File: src/rtl/regbank_pkg.sv
package regbank_pkg;
    localparam int ADDR_W = 8;
    localparam int DATA_W = 8;

    localparam logic [ADDR_W-1:0] A_CFG  = 8'h20;
    localparam logic [ADDR_W-1:0] A_STAT = 8'h24;
    localparam logic [ADDR_W-1:0] A_MASK = 8'h28;
    localparam logic [ADDR_W-1:0] A_LOCK = 8'hEF;
    localparam logic [ADDR_W-1:0] A_FEAT = 8'hFC;
    localparam logic [ADDR_W-1:0] A_PID  = 8'hFD;
    localparam logic [ADDR_W-1:0] A_MID  = 8'hFE;
    localparam logic [ADDR_W-1:0] A_REV  = 8'hFF;

    localparam logic [DATA_W-1:0] CFG_RST  = 8'h40;
    localparam logic [DATA_W-1:0] FEAT_VAL = 8'h00;
    localparam logic [DATA_W-1:0] PID_VAL  = 8'h34;
    localparam logic [DATA_W-1:0] MID_VAL  = 8'h5D;
    localparam logic [DATA_W-1:0] REV_VAL  = 8'h80;

    // number of stored configuration bits (7:5)
    localparam int CFG_KEEP = 3;

    typedef enum logic [3:0] {
        SEL_NONE,
        SEL_CFG,
        SEL_STAT,
        SEL_MASK,
        SEL_LOCK,
        SEL_FEAT,
        SEL_PID,
        SEL_MID,
        SEL_REV
    } reg_sel_e;
endpackage

File: src/rtl/rb_addr_decode.sv
module rb_addr_decode
    import regbank_pkg::*;
(
    input  logic [ADDR_W-1:0] addr,
    output reg_sel_e          sel,
    output logic              lockable
);
    always_comb begin
        unique case (addr)
            A_CFG:   sel = SEL_CFG;
            A_STAT:  sel = SEL_STAT;
            A_MASK:  sel = SEL_MASK;
            A_LOCK:  sel = SEL_LOCK;
            A_FEAT:  sel = SEL_FEAT;
            A_PID:   sel = SEL_PID;
            A_MID:   sel = SEL_MID;
            A_REV:   sel = SEL_REV;
            default: sel = SEL_NONE;
        endcase
        lockable = (sel == SEL_CFG) || (sel == SEL_MASK);
    end
endmodule

File: src/rtl/rb_alert_combine.sv
module rb_alert_combine #(
    parameter int NUM_SRC = 8
) (
    input  logic [NUM_SRC-1:0] status_i,
    input  logic [NUM_SRC-1:0] mask_i,
    input  logic               global_mask,
    output logic               alert_n
);
    logic [NUM_SRC-1:0] live;

    genvar gi;
    generate
        for (gi = 0; gi < NUM_SRC; gi++) begin : g_src
            assign live[gi] = status_i[gi] & ~mask_i[gi];
        end
    endgenerate

    always_comb begin
        alert_n = global_mask | ~(|live);
    end
endmodule

File: src/rtl/lockable_cfg_regs.sv
module lockable_cfg_regs
    import regbank_pkg::*;
#(
    parameter int NUM_SRC = 8
) (
    input  logic               clk,
    input  logic               rst_n,
    input  logic               wr_en,
    input  logic               rd_en,
    input  logic [7:0]         addr,
    input  logic [7:0]         wdata,
    output logic [7:0]         rdata,
    input  logic [NUM_SRC-1:0] status_i,
    output logic               alert_n,
    output logic               timeout_dis,
    output logic               wdog_cont
);
    localparam int CFG_LO = DATA_W - CFG_KEEP;

    typedef struct packed {
        logic [CFG_KEEP-1:0] cfg;
        logic [NUM_SRC-1:0]  mask;
        logic                lock;
        logic [DATA_W-1:0]   rdata;
    } state_t;

    state_t   st_d, st_q;
    reg_sel_e sel;
    logic     lockable;
    logic     wr_block;
    logic [DATA_W-1:0] rd_word;

    rb_addr_decode i_dec (
        .addr     (addr),
        .sel      (sel),
        .lockable (lockable)
    );

    rb_alert_combine #(.NUM_SRC(NUM_SRC)) i_alert (
        .status_i    (status_i),
        .mask_i      (st_q.mask),
        .global_mask (st_q.cfg[CFG_KEEP-1]),
        .alert_n     (alert_n)
    );

    always_comb begin
        unique case (sel)
            SEL_CFG:  rd_word = {st_q.cfg, {CFG_LO{1'b0}}};
            SEL_STAT: rd_word = DATA_W'(status_i);
            SEL_MASK: rd_word = DATA_W'(st_q.mask);
            SEL_LOCK: rd_word = DATA_W'(st_q.lock);
            SEL_FEAT: rd_word = FEAT_VAL;
            SEL_PID:  rd_word = PID_VAL;
            SEL_MID:  rd_word = MID_VAL;
            SEL_REV:  rd_word = REV_VAL;
            default:  rd_word = '0;
        endcase
    end

    always_comb begin
        st_d     = st_q;
        wr_block = lockable && st_q.lock;
        if (wr_en && !wr_block) begin
            unique case (sel)
                SEL_CFG:  st_d.cfg  = wdata[DATA_W-1:CFG_LO];
                SEL_MASK: st_d.mask = wdata[NUM_SRC-1:0];
                SEL_LOCK: st_d.lock = st_q.lock | wdata[0];
                default:  ;
            endcase
        end
        if (rd_en) begin
            st_d.rdata = rd_word;
        end
    end

    always_ff @(posedge clk or negedge rst_n) begin
        if (!rst_n) begin
            st_q.cfg   <= CFG_RST[DATA_W-1:CFG_LO];
            st_q.mask  <= '0;
            st_q.lock  <= 1'b0;
            st_q.rdata <= '0;
        end else begin
            st_q <= st_d;
        end
    end

    assign rdata       = st_q.rdata;
    assign timeout_dis = st_q.cfg[CFG_KEEP-2];
    assign wdog_cont   = st_q.cfg[CFG_KEEP-3];


    lock_freeze_chk: assert property (@(posedge clk) disable iff (!rst_n)
        (st_q.lock && wr_en && (addr == A_CFG || addr == A_MASK))
        |=> ($stable(st_q.cfg) && $stable(st_q.mask)));


    lock_sticky_chk: assert property (@(posedge clk) disable iff (!rst_n)
        st_q.lock |=> st_q.lock);


    glob_mask_chk: assert property (@(posedge clk) disable iff (!rst_n)
        st_q.cfg[CFG_KEEP-1] |-> alert_n);


    rdata_hold_chk: assert property (@(posedge clk) disable iff (!rst_n)
        !rd_en |=> $stable(rdata));


    id_read_chk: assert property (@(posedge clk) disable iff (!rst_n)
        (rd_en && addr == A_PID) |=> (rdata == 8'h34));


    undef_read_chk: assert property (@(posedge clk) disable iff (!rst_n)
        (rd_en && sel == SEL_NONE) |=> (rdata == 8'h00));
endmodule

File: config.mk
export PLATFORM = sky130hd
export DESIGN_NAME = lockable_cfg_regs
export DESIGN_NICKNAME = d
export VERILOG_FILES = /design/src/rtl/regbank_pkg.sv /design/src/rtl/rb_addr_decode.sv /design/src/rtl/rb_alert_combine.sv /design/src/rtl/lockable_cfg_regs.sv
export SDC_FILE = /design/constraint.sdc
export NUM_CORES = 1
export LEC_CHECK = 0
export CAP_MARGIN = 20
export CORE_UTILIZATION = 46
export CTS_CLUSTER_SIZE = 28
export DETAILED_ROUTE_END_ITERATION = 12
export GPL_TIMING_DRIVEN = 0
export PLACE_DENSITY = 0.79
export SETUP_SLACK_MARGIN = 0.2
export SLEW_MARGIN = 15
export SYNTH_ARGS = -nofsm -noshare
export SYNTH_HDL_FRONTEND = slang
export SYNTH_SLANG_ARGS = --single-unit
export TNS_END_PERCENT = 10
File: constraint.sdc
create_clock -name clk -period 1.53 [get_ports clk]
set_clock_uncertainty 0.15 [all_clocks]
set_input_delay 0.306 -clock clk [delete_from_list [all_inputs] [get_ports clk]]
set_output_delay 0.306 -clock clk [all_outputs]
set_load 0.05 [all_outputs]
* Word level (Yosys, flattened, before mapping)
Index checks and enable logic that the tools add are counted.
** Operators by class
- Muxes and demuxes :: 2
- Bitwise operators :: 19
- Reductions and logical operators :: 8
- Equality and inequality tests :: 15
** Operator list (count)
- $pmux W8 S7 :: 1
- $eq A8 B8 Y1 const B :: 5
- $pmux W4 S8 :: 1
- $eq A8 B6 Y1 const B :: 3
- $eq A4 B3 Y1 const B :: 3
- $not A1 Y1 :: 9
- $and A1 B1 Y1 :: 8
- $eq A4 B2 Y1 const B :: 2
- $reduce_or A8 Y1 :: 1
- $reduce_and A2 Y1 :: 3
- $eq A4 B1 Y1 const B :: 1
- $eq A4 B4 Y1 const B :: 1
- $logic_and A1 B1 Y1 :: 2
- $or A1 B1 Y1 :: 2
- $logic_not A1 Y1 :: 1
- $logic_or A1 B1 Y1 :: 1
** Storage, ports and cells
- Bits in registers :: 20
- Output and inout port bits :: 11
- Input port bits :: 28

* Depth between registers and ports, before layout
Gate-level depths: netlist of the first run.
- Depth after elaboration :: 8
- Gate-level depth with buffers :: 6
- Depth with buffers taken out :: 4

* Hierarchy
Synthesis of the first run repeated with hierarchy kept, for this count alone.
** Unflattened totals
- Cells, all modules :: 130
- Area total of the unflattened synthesis :: 1262.5 µm²
** Modules (own cells, without submodules)
- lockable_cfg_regs :: instances 1, cells each 101, seq. area each 501.7 µm², area an instance 1093.5 µm²
- rb_addr_decode :: instances 1, cells each 15, seq. area each 0.0 µm², area an instance 93.8 µm²
- rb_alert_combine :: instances 1, cells each 14, seq. area each 0.0 µm², area an instance 75.1 µm²

* Least setup slack after synthesis of the first run
Ideal clock, no wire load.
- Path type :: flip-flop to output port
- Start :: register st_q[11] (netlist bit)
- End :: output port alert_n
- Buffers on the path :: 0
- Setup slack :: -1049 ps
- Cell stages (with the launch flop) :: 3
- Required time :: 1074 ps
- Data arrival time :: 2123 ps
- Path through :: dfrtp_1 > o22ai_1 > o41ai_1
** On the way
- Word-level cells in the longest chain between the ends :: 5
** Ends and longest elaborated chain
- from (decl) :: line lockable_cfg_regs.sv:27 : state_t st_d, st_q;
- from (signal assigned) :: line lockable_cfg_regs.sv:83 : st_q <= st_d;
- $not A1 Y1 :: line rb_alert_combine.sv:14 : assign live[gi] = status_i[gi] & ~mask_i[gi];
- $and A1 B1 Y1 :: line rb_alert_combine.sv:14
- $reduce_or A8 Y1 :: line rb_alert_combine.sv:19 : alert_n = global_mask | ~(|live);
- $not A1 Y1 :: line rb_alert_combine.sv:19
- $or A1 B1 Y1 :: line rb_alert_combine.sv:19
- to (decl) :: line lockable_cfg_regs.sv:14 : output logic alert_n,
Every way passes these cells.

* Worst setup path in the final report of the first run
- Start :: register st_q[15] (netlist bit)
- End :: output port alert_n
The elaborated chain is that of the path after synthesis.

==> results of run 1 <==
report_power, final:
group / switching (mW) / internal, mW / total (mW)
Sequential: 0.0136 / 0.545 / 0.558
Clock: 0.171 / 0.145 / 0.316
Combinational: 0.116 / 0.125 / 0.241
Total: 0.300 / 0.814 / 1.11
metrics by stage:
step	util (%)	instances	setup slack, ps	instance area (um^2)	hold WS [ps]
floorplan	-	126	-411.2	1255	-139.6
global placement	65.13	191	-1129	1643	353.8
detailed placement	65.13	191	-1170	1643	358.3
CTS	72.52	202	-324.3	1829	132.6
global route	75.84	206	-411.8	1913	12.44
finish	75.84	206	-327.8	1913	-49.79
worst paths after layout:
check | startpoint | end | slack [ps] | depth (start not counted)
setup reg to reg | st_q[8] | st_q[19] | 80 | 3
setup / recovery | st_q[15] | alert_n | -330 | 3
hold / removal | rst_n | rdata[2] | -50 | 1
min in group clk | addr[3] | rdata[5] | 140 | 3
hold reg to reg | rdata[0] | rdata[0] | 400 | 2
max in group asynchronous | rst_n | st_q[8] | 740 | 1
routing by layer:
layer,GRT usage (%),up-vias,part of all wire (%)
li1,-,546,-
met1,27.05,565,40
met2,44.03,40,55
met3,4.802,4,4.3
met4,9.829,0,0.76
met5,0,-,0
timing repair:
action	CTS	global route
endpoints found under the setup margin	31	31
pin swaps	6	8
setup buffers	7	4
hold buffers	0	0
resized for setup	100	11
sequential cells by signal, summed over array words and instances (netlist names):
signal       count
wdog_cont        1
timeout_dis      1
rdata            8
st_q            10
Yosys cell counts:
cell	count	share of area, %
mux2i_1	3	2.4
xnor2_1	1	0.70
nor2b_1	2	1.0
nor2_1	5	1.5
buf_4	9	5.4
o21bai_1	1	0.60
nor3_4	1	1.3
a21o_1	1	0.60
nor3_1	2	0.80
o41a_1	1	0.90
mux2_2	12	11
nand2b_1	1	0.50
o41ai_1	1	0.70
buf_1	1	0.30
nor4b_1	2	1.4
nand4b_4	1	1.9
nand2_1	3	0.90
and2b_4	1	0.80
a31oi_1	1	0.50
clkbuf_1	3	0.90
a21oi_1	6	2.4
o22ai_1	11	5.5
nor4_1	1	0.50
nand3_1	1	0.40
buf_6	1	0.90
o21ai_0	2	0.80
nand4_1	2	1.0
or4b_4	1	1.1
a22o_1	5	3.5
nand3b_1	1	0.60
a211o_1	1	0.70
o2bb2ai_1	2	1.4
inv_1	17	5.1
dfrtp_1	19	38
dfstp_2	1	2.1
a32oi_1	2	1.4
o21ai_1	1	0.40
worst max-delay path: cells and delay by family (launching register included):
family	cells	cell delay, ps
flops	1	400
compound gates	2	440
buf+inv	1	250
area by class of cell:
| cell class | count | area share [%] |
|---|---|---|
| Multi-Input combinational cell | 75 | 34.34 |
| Sequential cell | 20 | 26.23 |
| Clock buffer | 4 | 1.897 |
| Inverter | 17 | 3.336 |
| Timing Repair Buffer | 46 | 24.72 |
| Buffer | 14 | 7.521 |
| Tap cell | 30 | 1.962 |
cells by family after synthesis:
group	share of synthesized area, %
compound gates	19.46
buf+inv	12.64
simple gates	13.74
flops	40.22
mux	13.24
xor+xnor	0.7022
==> flow_metrics.py, run 1 <==
metrics = {
    "critical_path": {
        "path_class": "reg2out",
        "cp_cell_sequence": "o22ai_2 > o41ai_2 > buf_4",
        "critPathArrivalTime_ps": 1400,
        "critPathLaunchType": "register",
        "required_ps": 1070,
        "critPathMaxFanout": 3,
        "critPathSlowestCell": "dfrtp_1",
        "slowest_delay_ps": 400,
        "end_kind": "output port",
    },
    "status": {
        "violations": "hold timing, setup timing",
        "status": "finished, violations left",
    },
    "final_layout": {
        "regArea_um2": 501.7,
        "final_common_cell": "dfrtp_1",
        "multiInputGateArea_um2": 656.9,
        "mostFrequentLayoutCells": "dfrtp_1, inv_1, buf_4, buf_6, mux2_2",
        "final_nets": 205,
        "drive_gt1_share_pct": 39.20,
        "syn2layout_area_growth_pct": 53.36,
        "diodes": 0,
        "fill_cells": 191,
    },
    "floorplan": {
        "die-width_um": 54.08,
        "dieArea_um2": 2924,
        "core_um2": 2522,
        "start_util_pct": 49.45,
        "rows": 18,
        "ios": 39,
        "die_h_um": 54.08,
    },
    "job": {
        "drv_cap": 0,
    },
    "timing": {
        "post-route-min-period_ps": 1858,
        "max_slew_margin_pct": 41.01,
        "finalSetupViolCount": 13,
        "period_share_pct": 121.4,
        "hold_violations": 19,
        "rsz0062_at_grt": "true",
        "slew_viol_final": 0,
        "fin_ws_ps": -327.8,
        "fmax_mhz": 538.3,
        "tns_ps": -1867,
        "tightest_slew_ps": 883.5,
        "hold_ws_ps": -49.79,
    },
    "detailed_routing": {
        "num_vias": 1155,
        "drt_iter0_drc": 23,
        "detail-route-antenna-nets": 0,
        "avgViaCountPerCell": 5.607,
        "totalWireLength_um": 3289,
        "drt_pass1_iterations": 4,
        "routedWlPerCell_um": 15.97,
        "drc": 0,
    },
    "grt": {
        "grt_remaining_overflow": 0,
        "grt_max_degree": 21,
        "grt_pass1_wl_um": 5043,
        "antenna_found_initial": 0,
        "grtUsageTotal_pct": 24.13,
        "first_global_vias": 1180,
    },
    "placement": {
        "dp_hpwl_um": 2208,
        "port_buffers": 35,
        "routabilityCongestion": 0.9361,
    },
    "min_path": {
        "hp-class": "in2async",
    },
    "clock_network": {
        "cts_tree": "yes",
        "cts.reportedPaths.clkPinSlew_ps": 120,
        "cts_sinks": 20,
        "clk_latency_ps": 300,
        "htreeDepth": 1,
        "numCtsBuffers": 3,
        "root_buffer": "clkbuf_4",
        "clockBufferDepth": 2,
    },
    "synth": {
        "yosys.cell_types.count": 37,
        "avgSynthCellArea_um2": 9.900,
        "syn_nets": 154,
        "ys_warn_count": 0,
        "netlist_area_um2": 1247,
        "seq_area_frac_synth_pct": 40.22,
        "postSynthCellCount": 126,
        "ys_seq_elements": 20,
    },
    "pwr": {
        "worst_ir_drop_vdd_v": 0.0005730,
        "power_mw": 1.114,
        "power_leakage_nw": 0.9406,
        "powerDensity_nw_per_um2": 582.5,
    },
}
Power figures use the tool's default switching activity.
==> run 2, diff against run 1 <==
==> constraint.sdc (replaced) <==
create_clock -name clk -period 2.06 [get_ports clk]
set_clock_uncertainty 0.15 [all_clocks]
set_input_delay 0.412 -clock clk [delete_from_list [all_inputs] [get_ports clk]]
set_output_delay 0.412 -clock clk [all_outputs]
set_load 0.1 [all_outputs]
==> run 2 against run 1 <==
The run now ends clean. Wire length shrank 6.3%. Total power shrank 16%. Via count shrank 4.4%. Non-clock buffer count shrank 6. Register-to-register slack gained 530 ps.
==> flow_metrics.py, run 2 (synthesis results as in run 1) <==
metrics = {
    "placement": {
        "post-place-ws_ps": -1175,
        "port_buffers": 35,
        "routabilityCongestion": 0.8528,
        "dp_hpwl_um": 2242,
    },
    "final_layout": {
        "diodes": 0,
        "regArea_um2": 501.7,
        "largest_reg_flops": 10,
        "top_regs": "st_q x10, rdata x8",
        "top_register": "st_q",
        "mostFrequentLayoutCells": "buf_4, dfrtp_1, inv_1",
        "drive_gt1_share_pct": 38.82,
        "multiInputGateArea_um2": 680.7,
        "fill_cells": 205,
        "syn2layout_area_growth_pct": 44.43,
        "final_common_cell": "buf_4",
        "final_nets": 199,
    },
    "critical_path": {
        "r2r_slack_ps": 610,
        "r2r_cells": 3,
        "r2r-start": "st_q[8]",
        "critPathArrivalTime_ps": 1460,
        "critPathMaxFanout": 3,
        "critPathLaunchType": "register",
        "end_kind": "output port",
        "critPathSlowestCell": "dfrtp_1",
        "cp_cell_sequence": "o22ai_4 > o41ai_4 > buf_6",
        "timing.rr.end": "wdog_cont",
        "path_class": "reg2out",
        "slowest_delay_ps": 430,
        "required_ps": 1500,
        "critPathCapture": "alert_n",
        "crit_start": "st_q[14]",
    },
    "timing": {
        "hold_ws_ps": 263.9,
        "rsz0062_at_grt": "true",
        "period_share_pct": 98.23,
        "post-route-min-period_ps": 2023,
        "fmax_mhz": 494.2,
        "fin_ws_ps": 36.50,
        "max_slew_margin_pct": 41.15,
        "finalSetupViolCount": 0,
        "tightest_slew_ps": 880.0,
        "slew_viol_final": 0,
        "hold_violations": 0,
    },
    "grt": {
        "grt_pass1_wl_um": 5112,
        "grt_remaining_overflow": 0,
        "first_global_vias": 1087,
        "antenna_found_initial": 0,
        "grtUsageTotal_pct": 24.69,
        "grt_max_degree": 21,
    },
    "pwr": {
        "powerDensity_nw_per_um2": 517.3,
        "worst_ir_drop_vdd_v": 0.0004613,
        "power_leakage_nw": 0.9053,
    },
    "job": {
        "drv_cap": 0,
    },
    "floorplan": {
        "core_um2": 2522,
        "ios": 39,
        "start_util_pct": 49.45,
        "die-width_um": 54.08,
        "dieArea_um2": 2924,
        "die_h_um": 54.08,
        "rows": 18,
    },
    "clock_network": {
        "root_buffer": "clkbuf_4",
        "numCtsBuffers": 3,
        "cts_sinks": 20,
        "ctsHoldBuffers": 0,
        "cts_tree": "yes",
        "htreeDepth": 1,
        "clockBufferDepth": 2,
        "cts.reportedPaths.clkPinSlew_ps": 120,
        "clk_latency_ps": 310,
    },
    "detailed_routing": {
        "detail-route-antenna-nets": 0,
        "avgViaCountPerCell": 5.520,
        "totalWireLength_um": 3083,
        "drt_pass1_iterations": 4,
        "drc": 0,
        "drt_iter0_drc": 12,
        "routedWlPerCell_um": 15.42,
        "num_vias": 1104,
    },
    "status": {
        "status": "finished clean",
    },
    "min_path": {
        "hp-class": "in2reg",
    },
}
-- run 2: cell types whose count changed in the layout (fill, tap and decap cells not counted), moves of 2 or more --
cell / change
buf_6: -9
buf_4: +8
buf_8: -8
buf_2: +4
clkbuf_8: -3
clkdlybuf4s50_1: +3
dlymetal6s2s_1: -3
inv_1: -3
inv_4: +2
mux2_2: -2
mux2_4: +2
-- run 2: report_power, final --
| group | total [mW] | switching (mW) | internal (mW) |
|---|---|---|---|
| Sequential | 0.416 | 0.0113 | 0.405 |
| Clock | 0.330 | 0.134 | 0.197 |
| Combinational | 0.186 | 0.0980 | 0.0879 |
| Total | 0.932 | 0.243 | 0.689 |
-- run 2: through the flow --
| stage | std cells | power (mW) | TNS [ps] | instance area [um^2] | util, % |
|---|---|---|---|---|---|
| 4_1_cts | 198 | 0.9339 | 0 | 1773 | 70.29 |
| 6_report | 200 | 0.9321 | 0 | 1802 | 71.43 |
| 2_1_floorplan | 126 | 0.5168 | -200.2 | 1304 | - |
| 3_5_place_dp | 191 | 0.6016 | -12840 | 1692 | 67.06 |
| 5_1_grt | 200 | 0.9672 | -13.34 | 1802 | 71.43 |
| 3_3_place_gp | 191 | 0.5966 | -11840 | 1692 | 67.06 |
-- run 2: routing by layer --
layer  track usage (%)  routed length (um)  vias up
met5                 0                   0        -
met4             9.402                  29        0
met3             3.107                 134        4
met2             43.00                1639       38
met1             30.74                1280      524
li1                  -                   -      538
-- run 2: worst min-delay path by stage --
stage             from        to  slack (ps)  cells after the start
2_1_floorplan    rst_n  rdata[0]         -30                      0
4_1_cts        addr[3]  rdata[5]         250                      3
6_report       addr[3]  rdata[5]         260                      3
3_3_place_gp   st_q[8]   st_q[8]         340                      1
3_5_place_dp   st_q[8]   st_q[8]         350                      1
5_1_grt        addr[3]  rdata[5]         280                      3
-- run 2: area by class of cell --
type,count,area share [%]
Timing Repair Buffer,40,19.51
Inverter,17,4.514
Buffer,14,5.347
Sequential cell,20,27.85
Multi-Input combinational cell,75,37.78
Clock buffer,3,1.250
Tap cell,30,2.083
Clock inverter,1,1.667
-- run 2: repair_timing --
| action | in CTS | in global routing |
|---|---|---|
| pin swaps | 5 | 4 |
| endpoints found under the hold margin | 0 | 0 |
| buffers inserted | 3 | 2 |
| setup endpoints to repair | 30 | 18 |
| cloned | 0 | 0 |
| resized for setup | 87 | 9 |
-- run 2: worst max-delay path: cells and delay by family, from the launching register on --
family / cells / cell delay, ps
compound gates: 2 / 450
buf+inv: 1 / 270
flops: 1 / 430
==> run 3, diff against run 2 <==
- CTS_CLUSTER_DIAMETER: default -> 150
- REMOVE_ABC_BUFFERS: default -> 1
- SETUP_SLACK_MARGIN: 0.2 -> 0.1
==> run 3 against run 2 <==
The flow now finishes with violations (setup timing). Flip-flop and latch count stayed put. Global-route usage shrank 3.4 points. Total power decreased by 13%. Sequential share of layout area increased by 1.9 points. Largest power group unchanged. Highest routed layer unchanged.
==> flow_metrics.py, run 3 (synthesis results as in run 1) <==
metrics = {
    "placement": {
        "dp_hpwl_um": 2110,
        "routabilityCongestion": 0.8580,
        "port_buffers": 38,
        "dpl.cell_count": 180,
    },
    "clock_network": {
        "cts_sinks": 20,
        "htreeDepth": 1,
        "clockBufferDepth": 2,
        "clk_latency_ps": 290,
        "cts.reportedPaths.clkPinSlew_ps": 110,
        "numCtsBuffers": 3,
        "ctsHoldBuffers": 0,
        "root_buffer": "clkbuf_4",
        "cts_tree": "yes",
    },
    "timing": {
        "hold_violations": 0,
        "period_share_pct": 100.6,
        "max_slew_margin_pct": 39.70,
        "post-route-min-period_ps": 2073,
        "slew_viol_final": 0,
        "finalSetupViolCount": 1,
        "hold_ws_ps": 358.8,
        "rsz0062_at_grt": "true",
        "tns_ps": -12.75,
        "fmax_mhz": 482.5,
        "fin_ws_ps": -12.75,
        "tightest_slew_ps": 901.7,
    },
    "detailed_routing": {
        "drc": 0,
        "drt_iter0_drc": 14,
        "detail-route-antenna-nets": 0,
        "num_vias": 1065,
        "routedWlPerCell_um": 14.74,
        "totalWireLength_um": 2816,
        "avgViaCountPerCell": 5.576,
        "drt_pass1_iterations": 3,
    },
    "critical_path": {
        "critPathLaunchType": "input port",
        "critPathArrivalTime_ps": 1510,
        "slowest_delay_ps": 390,
        "end_kind": "output port",
        "cp_cell_sequence": "dlygate4sd2_1 > inv_1 > o22ai_2 > o41ai_2 > buf_6",
        "timing.rr.end": "st_q[19]",
        "required_ps": 1500,
        "path_class": "in2out",
        "r2r-start": "st_q[8]",
        "r2r_cells": 3,
        "critPathSlowestCell": "o41ai_2",
        "r2r_slack_ps": 670,
        "critPathMaxFanout": 2,
    },
    "job": {
        "drv_cap": 0,
    },
    "grt": {
        "grt_remaining_overflow": 0,
        "antenna_found_initial": 0,
        "first_global_vias": 1064,
        "grt_max_degree": 21,
        "grt_pass1_wl_um": 4478,
        "grtUsageTotal_pct": 21.33,
    },
    "min_path": {
        "holdPathEnd": "st_q[8]",
        "worstHoldPathCells": 3,
        "worstHoldStart": "addr[4]",
        "hp-class": "in2reg",
    },
    "final_layout": {
        "final_nets": 190,
        "mostFrequentLayoutCells": "dfrtp_1, inv_1, mux2_2, clkdlybuf4s50_1",
        "stdcell_count": 191,
        "top_register": "st_q",
        "top_regs": "st_q x10, rdata x8",
        "final_common_cell": "dfrtp_1",
        "drive_gt1_share_pct": 27.33,
        "largest_reg_flops": 10,
        "diodes": 0,
        "syn2layout_area_growth_pct": 35.21,
    },
    "floorplan": {
        "start_util_pct": 49.45,
        "core_um2": 2522,
        "die_h_um": 54.08,
        "die-width_um": 54.08,
        "dieArea_um2": 2924,
        "ios": 39,
        "rows": 18,
    },
    "pwr": {
        "worst_ir_drop_vdd_v": 0.0003056,
        "powerDensity_nw_per_um2": 478.4,
        "power_leakage_nw": 0.8106,
    },
    "status": {
        "violations": "setup timing",
        "status": "finished, violations left",
    },
}
## run 3: how the worst max path moves through the flow
stage | from | end | slack (ps) | cells after the start
finish | status_i[2] | alert_n | -10 | 5
global route | status_i[2] | alert_n | -80 | 5
CTS | st_q[14] | alert_n | -9 | 3
detailed placement | status_i[6] | alert_n | -1100 | 5
global placement | status_i[2] | alert_n | -1070 | 5
floorplan | status_i[2] | alert_n | -2170 | 3
## run 3: cell type report
type	instances	area (um^2)
fillers	228	835.8
multi-input cells	75	615.6
flip-flops and latches	20	501.7
repair buffers	45	431.7
inverters	17	63.81
well taps	30	37.54
clock buffers	4	36.28
## run 3: power breakdown
group          internal, mW  total (mW)  switching [mW]
Combinational        0.0789       0.166          0.0873
Sequential            0.405       0.414         0.00975
Clock                 0.108       0.226           0.119
Total                 0.591       0.807           0.216
## run 3: metal layers
layer,part of all wire [%],GRT usage [%],vias up
li1,-,-,520
met1,42,25.34,513
met2,52,37.86,28
met3,4.3,3.955,4
met4,1.5,7.692,0
met5,0,0,-
## run 3: per-stage QoR
stage	instance area [um^2]	power, mW	worst slack, ps	utilization [%]
detailed placement	1572	0.5852	-1104	62.30
finish	1687	0.8068	-12.75	66.87
global route	1687	0.8579	-84.87	66.87
CTS	1650	0.8093	-8.796	65.43
floorplan	1154	0.4905	-2166	-
global placement	1572	0.5811	-1073	62.30
## run 3: critical path, delay by kind of cell
family | cells | cell delay [ps]
AOI/OAI and AO/OA | 2 | 480
buffers and inverters | 3 | 620
## run 3: repair_timing
item,in CTS,in global routing
pin swaps,6,3
endpoints found under the setup margin,30,19
gates resized for setup,63,4
endpoints found under the hold margin,0,0
setup buffers,4,3
